File: config.mk
export PLATFORM = sky130hd
export DESIGN_NAME = ticket_ack_monitor
export DESIGN_NICKNAME = d
export VERILOG_FILES = /design/src/rtl/tkq_pkg.sv /design/src/rtl/tkq_edge_det.sv /design/src/rtl/tkq_wrap_ctr.sv /design/src/rtl/tkq_stamp_fifo.sv /design/src/rtl/ticket_ack_monitor.sv
export SDC_FILE = /design/constraint.sdc
export NUM_CORES = 1
export LEC_CHECK = 0
export ABC_AREA = 0
export BUFFER_PORTS_ARGS = -buffer_cell sky130_fd_sc_hd__buf_2
export CAP_MARGIN = 20
export CORE_MARGIN = 5
export CORE_UTILIZATION = 61
export DETAILED_ROUTE_END_ITERATION = 16
export PLACE_DENSITY_LB_ADDON = 0.08
export SYNTH_ARGS = -nofsm -noshare
export SYNTH_HDL_FRONTEND = slang
export SYNTH_SLANG_ARGS = --single-unit
File: constraint.sdc
create_clock -name clk -period 5.2 [get_ports clk]
set_input_delay 0 -clock clk [delete_from_list [all_inputs] [get_ports clk]]
set_output_delay 0 -clock clk [all_outputs]
set_load 0.1 [all_outputs]
File: src/rtl/tkq_pkg.sv
// Shared types for the ticketed request/acknowledge monitor.
// Assumes nothing beyond standard packed structs.
package tkq_pkg;

    // Event flags decided in one cycle and registered onto the outputs.
    typedef struct packed {
        logic pass;
        logic fail;
        logic stray;
        logic ovf;
    } tkq_flags_t;

endpackage

File: src/rtl/tkq_edge_det.sv
// Rising-edge detector for the request line.
// Assumes req is synchronous to clk; history clears to 0 on reset.
module tkq_edge_det (
    input  logic clk,
    input  logic rst_n,
    input  logic sig,
    output logic rise
);
    logic sig_q;

    // Remember last cycle's level of the line.
    always_ff @(posedge clk) begin
        if (!rst_n) sig_q <= 1'b0;
        else        sig_q <= sig;
    end

    assign rise = sig & ~sig_q;
endmodule

File: src/rtl/tkq_wrap_ctr.sv
// Free-wrapping counter used for both the ticket and now-serving numbers.
// Assumes wrap modulo 2^W is the intended behaviour.
module tkq_wrap_ctr #(
    parameter int W = 4
) (
    input  logic         clk,
    input  logic         rst_n,
    input  logic         inc,
    output logic [W-1:0] value
);
    // Step by one on request, wrap naturally at the width.
    always_ff @(posedge clk) begin
        if (!rst_n)   value <= '0;
        else if (inc) value <= value + 1'b1;
    end
endmodule

File: src/rtl/tkq_stamp_fifo.sv
// Circular queue of start-cycle stamps for pending attempts.
// Assumes the caller never pushes when full without popping, and never pops when empty.
module tkq_stamp_fifo #(
    parameter int DEPTH = 8,
    parameter int SW    = 5,
    localparam int AW   = (DEPTH > 1) ? $clog2(DEPTH) : 1,
    localparam int CNTW = $clog2(DEPTH + 1)
) (
    input  logic            clk,
    input  logic            rst_n,
    input  logic            push,
    input  logic [SW-1:0]   din,
    input  logic            pop,
    output logic [SW-1:0]   head,
    output logic            empty,
    output logic            full,
    output logic [CNTW-1:0] count
);
    logic [SW-1:0] mem [DEPTH];
    logic [AW-1:0] wr_ptr, rd_ptr;

    function automatic logic [AW-1:0] bump(input logic [AW-1:0] p);
        return (p == AW'(DEPTH - 1)) ? '0 : p + 1'b1;
    endfunction

    // Store the stamp of a newly accepted attempt.
    always_ff @(posedge clk) begin
        if (push) mem[wr_ptr] <= din;
    end

    // Move pointers and occupancy.
    always_ff @(posedge clk) begin
        if (!rst_n) begin
            wr_ptr <= '0;
            rd_ptr <= '0;
            count  <= '0;
        end else begin
            if (push) wr_ptr <= bump(wr_ptr);
            if (pop)  rd_ptr <= bump(rd_ptr);
            case ({push, pop})
                2'b10:   count <= count + 1'b1;
                2'b01:   count <= count - 1'b1;
                default: count <= count;
            endcase
        end
    end

    assign head  = mem[rd_ptr];
    assign empty = (count == '0);
    assign full  = (count == CNTW'(DEPTH));
endmodule

File: src/rtl/ticket_ack_monitor.sv
// Monitor that gives each request edge its own ticket and serves the
// attempts in arrival order. The head attempt passes on an acknowledge
// 1..MAX_WAIT cycles after its edge, and fails when it grows older.
// Assumes req/ack are synchronous levels; all outputs are registered.
module ticket_ack_monitor #(
    parameter int DEPTH    = 8,
    parameter int MAX_WAIT = 10,
    parameter int TW       = 4,
    localparam int SW      = $clog2(MAX_WAIT + DEPTH + 2) + 1,
    localparam int CNTW    = $clog2(DEPTH + 1)
) (
    input  logic          clk,
    input  logic          rst_n,
    input  logic          req,
    input  logic          ack,
    output logic          pass_o,
    output logic          fail_o,
    output logic [TW-1:0] res_ticket_o,
    output logic          stray_o,
    output logic          overflow_o
);
    import tkq_pkg::*;

    logic            rise;
    logic [SW-1:0]   cyc_q;
    logic [SW-1:0]   head_stamp;
    logic [SW-1:0]   age;
    logic            empty, full;
    logic [CNTW-1:0] fifo_count;
    logic [TW-1:0]   ticket_val, serving_val;
    logic            in_window, too_old, pop, push_ok;
    tkq_flags_t      now_flags, flags_q;

    tkq_edge_det u_edge (
        .clk  (clk),
        .rst_n(rst_n),
        .sig  (req),
        .rise (rise)
    );

    // Free-running cycle stamp; ages are differences modulo 2^SW.
    always_ff @(posedge clk) begin
        if (!rst_n) cyc_q <= '0;
        else        cyc_q <= cyc_q + 1'b1;
    end

    tkq_stamp_fifo #(.DEPTH(DEPTH), .SW(SW)) u_fifo (
        .clk  (clk),
        .rst_n(rst_n),
        .push (push_ok),
        .din  (cyc_q),
        .pop  (pop),
        .head (head_stamp),
        .empty(empty),
        .full (full),
        .count(fifo_count)
    );

    tkq_wrap_ctr #(.W(TW)) u_ticket (
        .clk  (clk),
        .rst_n(rst_n),
        .inc  (push_ok),
        .value(ticket_val)
    );

    tkq_wrap_ctr #(.W(TW)) u_serving (
        .clk  (clk),
        .rst_n(rst_n),
        .inc  (pop),
        .value(serving_val)
    );

    // Judge the head attempt and the new edge for this cycle.
    always_comb begin
        age       = cyc_q - head_stamp;
        in_window = (age != '0) && (age <= SW'(MAX_WAIT));
        too_old   = (age > SW'(MAX_WAIT));
        now_flags.pass  = ack & ~empty & in_window;
        now_flags.fail  = ~empty & too_old;
        now_flags.stray = ack & (empty | (age == '0));
        pop             = now_flags.pass | now_flags.fail;
        push_ok         = rise & (~full | pop);
        now_flags.ovf   = rise & ~push_ok;
    end

    // Register the event pulses and the resolved ticket.
    always_ff @(posedge clk) begin
        if (!rst_n) begin
            flags_q      <= '0;
            res_ticket_o <= '0;
        end else begin
            flags_q <= now_flags;
            if (pop) res_ticket_o <= serving_val;
        end
    end

    assign pass_o     = flags_q.pass;
    assign fail_o     = flags_q.fail;
    assign stray_o    = flags_q.stray;
    assign overflow_o = flags_q.ovf;
endmodule

# Yosys cells after proc, flatten, opt, wreduce, memory -nomap -nowiden

Memories as Yosys holds them, arrays and structs flattened. A register that Yosys moved wholly into a read port is not among the register bits.
Cells that the tools add are included.

Add/sub/neg operators: 7
Order comparisons: 2
Eq/ne operators: 5
Muxes and demuxes: 7
Bitwise operators: 14
Reductions and logical operators: 5

Operators by type and width:

| operator                                                                         | number |
|---|---|
| 3-bit two-way mux                                                                | 4 |
| 4-bit by 1-bit adder with 4-bit output (second input constant)                   | 2 |
| 4-bit one-hot mux with 2 select lines                                            | 1 |
| 1-bit AND                                                                        | 7 |
| 3-bit by 1-bit adder with 3-bit output (second input constant)                   | 2 |
| 6-bit by 1-bit adder with 6-bit output (second input constant)                   | 1 |
| 3-bit equality test (second input constant)                                      | 2 |
| 6-bit by 4-bit greater-than comparator with 1-bit output (second input constant) | 1 |
| 6-bit by 4-bit <= comparator with 1-bit output (second input constant)           | 1 |
| 6-bit logical NOT                                                                | 1 |
| 6-bit nonzero test                                                               | 1 |
| 6-bit subtractor                                                                 | 1 |
| 4-bit equality test (second input constant)                                      | 1 |
| 4-bit logical NOT                                                                | 1 |
| 1-bit inverter                                                                   | 4 |
| 4-bit by 1-bit subtractor with 4-bit output (second input constant)              | 1 |
| 1-bit OR                                                                         | 3 |
| 2-bit by 1-bit equality test with 1-bit output (second input constant)           | 1 |
| 2-bit equality test (second input constant)                                      | 1 |
| 1-bit two-way mux                                                                | 2 |
| 2-bit nonzero test                                                               | 1 |
| 1-bit logical AND                                                                | 1 |

Flip-flop bits (word level): 29
RAM bits: 48
Input bits: 4
Word-level logic and storage cells: 52
Memories: 1

Memory list:

| name       | depth | bits a word | rd ports | clocked after Yosys merged registers in | write ports | line                 | source |
|---|---|---|---|---|---|---|---|
| u_fifo.mem | 8     | 6           | 1        | 1                                       | 1           | tkq_stamp_fifo.sv:19 | `logic [SW-1:0] mem [DEPTH];` |

# Logic depth before layout (Yosys ltp)

Depth after elaboration: 9
Gate-level depth with buffers: 20
Depth with buffers taken out: 18

# Cells and area by module

A second synthesis with hierarchy kept.

Cells, all modules: 243
Area, all modules: 3540.9 µm²

Modules (own cells, without submodules):

| module             | instances | cells an instance | area an instance (µm²) |
|---|---|---|---|
| tkq_stamp_fifo     | 1         | 143               | 2516.2 |
| ticket_ack_monitor | 1         | 81                | 808.3 |
| tkq_wrap_ctr       | 1         | 16                | 176.4 |
| tkq_edge_det       | 1         | 3                 | 40.0 |

# Least setup slack after synthesis

No wires, ideal clock.

Path type: register to register
From: register with a tool-made name
To: register u_fifo.count[3]
Setup time: 0.070 ns
Arrival time: 4.674 ns
Data required time: 5.130 ns
Slack: 0.456 ns
Stages on the path, launching flop included: 21
Period minus slack after synthesis: 4.744 ns
Path through: dfxtp_1 > buf_1 > mux4_2 > mux2_2 > ha_1 > inv_1 > fa_1 > a21o_1 > a21oi_1 > xor2_1 > o21ai_0 > a211oi_2 > nor2_2 > buf_6 > ha_1 > ha_1 > a21o_1 > a21oi_1 > xnor2_1 > or3_1 > a21oi_1

RTL lines:

| item                 | line                 | source |
|---|---|---|
| to (signal assigned) | tkq_stamp_fifo.sv:41 | `2'b10: count <= count + 1'b1;` |
| to (signal assigned) | tkq_stamp_fifo.sv:42 | `2'b01: count <= count - 1'b1;` |
| to (signal assigned) | tkq_stamp_fifo.sv:43 | `default: count <= count;` |
| to (decl)            | tkq_stamp_fifo.sv:17 | `output logic [CNTW-1:0] count` |

==> metrics.txt <==
Ys Warns 0; H-tree levels 3; drt total wl 6270 µm; CTS tree done; Post-Syn Instances ~260; CTS clock-pin slew for the worst setup and hold paths 0.08 ns; syn_nets 281; layout overhead on the synthesized area 11.3%; Crit Path Class flip-flop to flip-flop; Hold Crit Depth 3; drt pass-1 iters 5; Lkg Pwr 1.46 nW; asr flop ratio synth 0; RSZ-0062 raised after global routing no; Worst IR Drop VDD 0.483 mV; Post-synth EDFFs 48; Setup crit end kind flip-flop; ys flop type edfxtp_1; dpl ws around 0.5 ns; Root Driver clkbuf_8; global-route wire length before repair roughly 11000 µm; Relative slew margins 0.579; highest routed metal layer met4; Final HPWL DP 4300 µm; status finished, final reports clean; CTS sink cnt 80; fin cells ~360; Synth top cells by count edfxtp_1 (48), dfxtp_1 (32), nand2_1 (20); core footprint 5540 µm²; Clock Latency Late Sink approximately 0.35 ns; PwrDens 539 nW/µm²; most numerous cell in the Yosys netlist edfxtp_1; total power 2.10 mW; Die X 85.8 µm; area share of the largest cell type after synthesis 0.411; wire length on met3 241 µm; worst slew pin tran 0.629 ns; Clock Skew 0.00754 ns; post-detailed-route count of antenna-violating nets 0; pin count of the biggest net entering global routing 28; Max Clk Rate 213 MHz; Finished Cell Area roughly 4000 µm²; vias per std cell about 5.7; fin crit share 0.903; I/O Buffers 11; Worst EP arrival around 5.0 ns; Setup Fix Bufs, Post-CTS 0; Syn Area/Cell 13.4 µm²; Endpoint, Worst Hold res_ticket_o[2]; Startpoint Class flip-flop; vias 2067; HP Start rst_n; worst setup slack after layout just over 0.5 ns; Yosys top cell by area edfxtp_1; Final min period 4.69 ns; DRT iter0 DRCs 141; cell area after synthesis ~3500 µm²; #FFs+latches synth 80; Antenna diodes 0; dpl cell area ~3700 µm²; CTS Buf Count 9; DIE AREA around 7400 µm²; Inst Count DP 344; post-synthesis sequential area ratio 0.594; final setup fails 0; worst hold path class primary input to flip-flop; layout cells sized above 1 0.190; Clock Path Buffers 2; wire length on met2 between 3000 and 4000 µm; wire per inst 17.3 µm; Placement Rows 27; max-slew violations 0; Synth cell types 44; initial antenna violation count 0; setup_tns 0 ns; maxcap violations 0; Post-route DRC 0; R2R depth 17; Layout Nets 305; I/O pins 12; Initial Util 0.632; r2r setup slk roughly 0.51 ns; reg2reg end u_fifo.count[3]; synth top area cells edfxtp_1 (41%), dfxtp_1 (18%), mux4_2 (7.1%); Fin. Hold Viols 0; wire length on met1 2880 µm; Die Ht 85.8 µm; gr ovfl total 0; vias in the first global route 2154; routability cong. 0.837; worst-path fanout max 12; Crit path required time 5.48 ns; Total Routing Usage GR 0.196
==> timing repair <==
action	4_1_cts	5_1_grt
endpoints found under the setup margin	0	1
hold buffers	2	0
hold endpoints to repair	2	0
resized for setup	0	1
==> metrics by stage <==
stage               utilization  hold slack, ns
finish                    0.704           0.111
CTS                       0.704           0.101
floorplan                     -           0.122
detailed placement        0.664           0.233
global route              0.704           0.131
global placement          0.664           0.228
==> logic make-up (layout without fill, tap and decap cells) <==
kind of cell / count (synthesis) / after routing / share of synthesized area
AO/OA/AOI/OAI: 30 / 30 / 0.0568
XOR/XNOR: 11 / 11 / 0.0275
adder cells (fa/ha/maj): 16 / 16 / 0.0614
buffers and inverters: 20 / 49 / 0.0239
flip-flops: 80 / 80 / 0.594
multiplexers: 27 / 27 / 0.121
AND/OR/NAND/NOR: 77 / 77 / 0.115
==> registers in the layout (all words and copies together) (netlist names), 3 cells and up, named ones only <==
| name | cells |
|---|---|
| u_fifo.count | 4 |
| res_ticket_o | 4 |
| cyc_q | 6 |
| u_fifo.mem | 48 |
| u_fifo.rd_ptr | 3 |
| u_fifo.wr_ptr | 3 |
| u_serving.value | 4 |
==> critical path, cell delays in order, from the launching register on <==
cell and delay [ns]:
dfxtp_1 0.31, buf_4 0.25, mux4_2 0.55, mux2i_1 0.25, ha_1 0.33, a21o_1 0.17, a21oi_1 0.16, xor2_1 0.33
o21ai_0 0.25, a21o_1 0.27, o21ai_2 0.37, ha_1 0.28, ha_1 0.24, a21o_1 0.18, a21oi_1 0.17, xnor2_1 0.09
or3_1 0.30, a21oi_1 0.13
==> cell usage in the layout (no fill, tap or decap), types with 5 or more instances in the layout <==
cell type | netlist | final
nand3_1 | 7 | 7
dfxtp_1 | 32 | 31
buf_2 | 1 | 11
mux4_2 | 11 | 11
mux2i_1 | 14 | 14
xor2_1 | 7 | 7
inv_1 | 9 | 9
edfxtp_1 | 48 | 48
nor2_1 | 15 | 15
buf_4 | 0 | 11
clkbuf_8 | 0 | 9
ha_1 | 14 | 14
a21oi_1 | 11 | 11
nand2_1 | 20 | 20
nor3_1 | 5 | 5
==> report_power, final <==
group | internal (mW) | total, mW | switching [mW]
clock | 0.207 | 0.437 | 0.229
sequential | 0.763 | 0.853 | 0.0902
combinational | 0.343 | 0.815 | 0.472
==> area by class of cell <==
class	instances	area (µm²)
Clock buffer	10	149
Clock inverter	6	48.8
Fill cell	410	1640
Inverter	9	33.8
Multi-Input combinational cell	161	1340
Sequential cell	80	2080
Tap cell	72	90.1
Timing Repair Buffer	24	158
==> worst max path at each step <==
stage,cells after the start,endpoint,startpoint
final,17,u_fifo.count[3],flip-flop
after global routing,19,u_fifo.count[3],flip-flop
after floorplan,20,u_fifo.count[3],flip-flop
after detailed placement,18,u_fifo.count[3],flip-flop
after global placement,18,u_fifo.count[3],flip-flop
after CTS,18,u_fifo.count[3],flip-flop
==> layer usage <==
metal  vias up  global-route usage
li1       1031                   -
met1       988               0.249
met2        38               0.324
met3        10              0.0548
met4         0              0.0662
met5         -                   0
No activity file was read; power rests on OpenSTA's default activity.
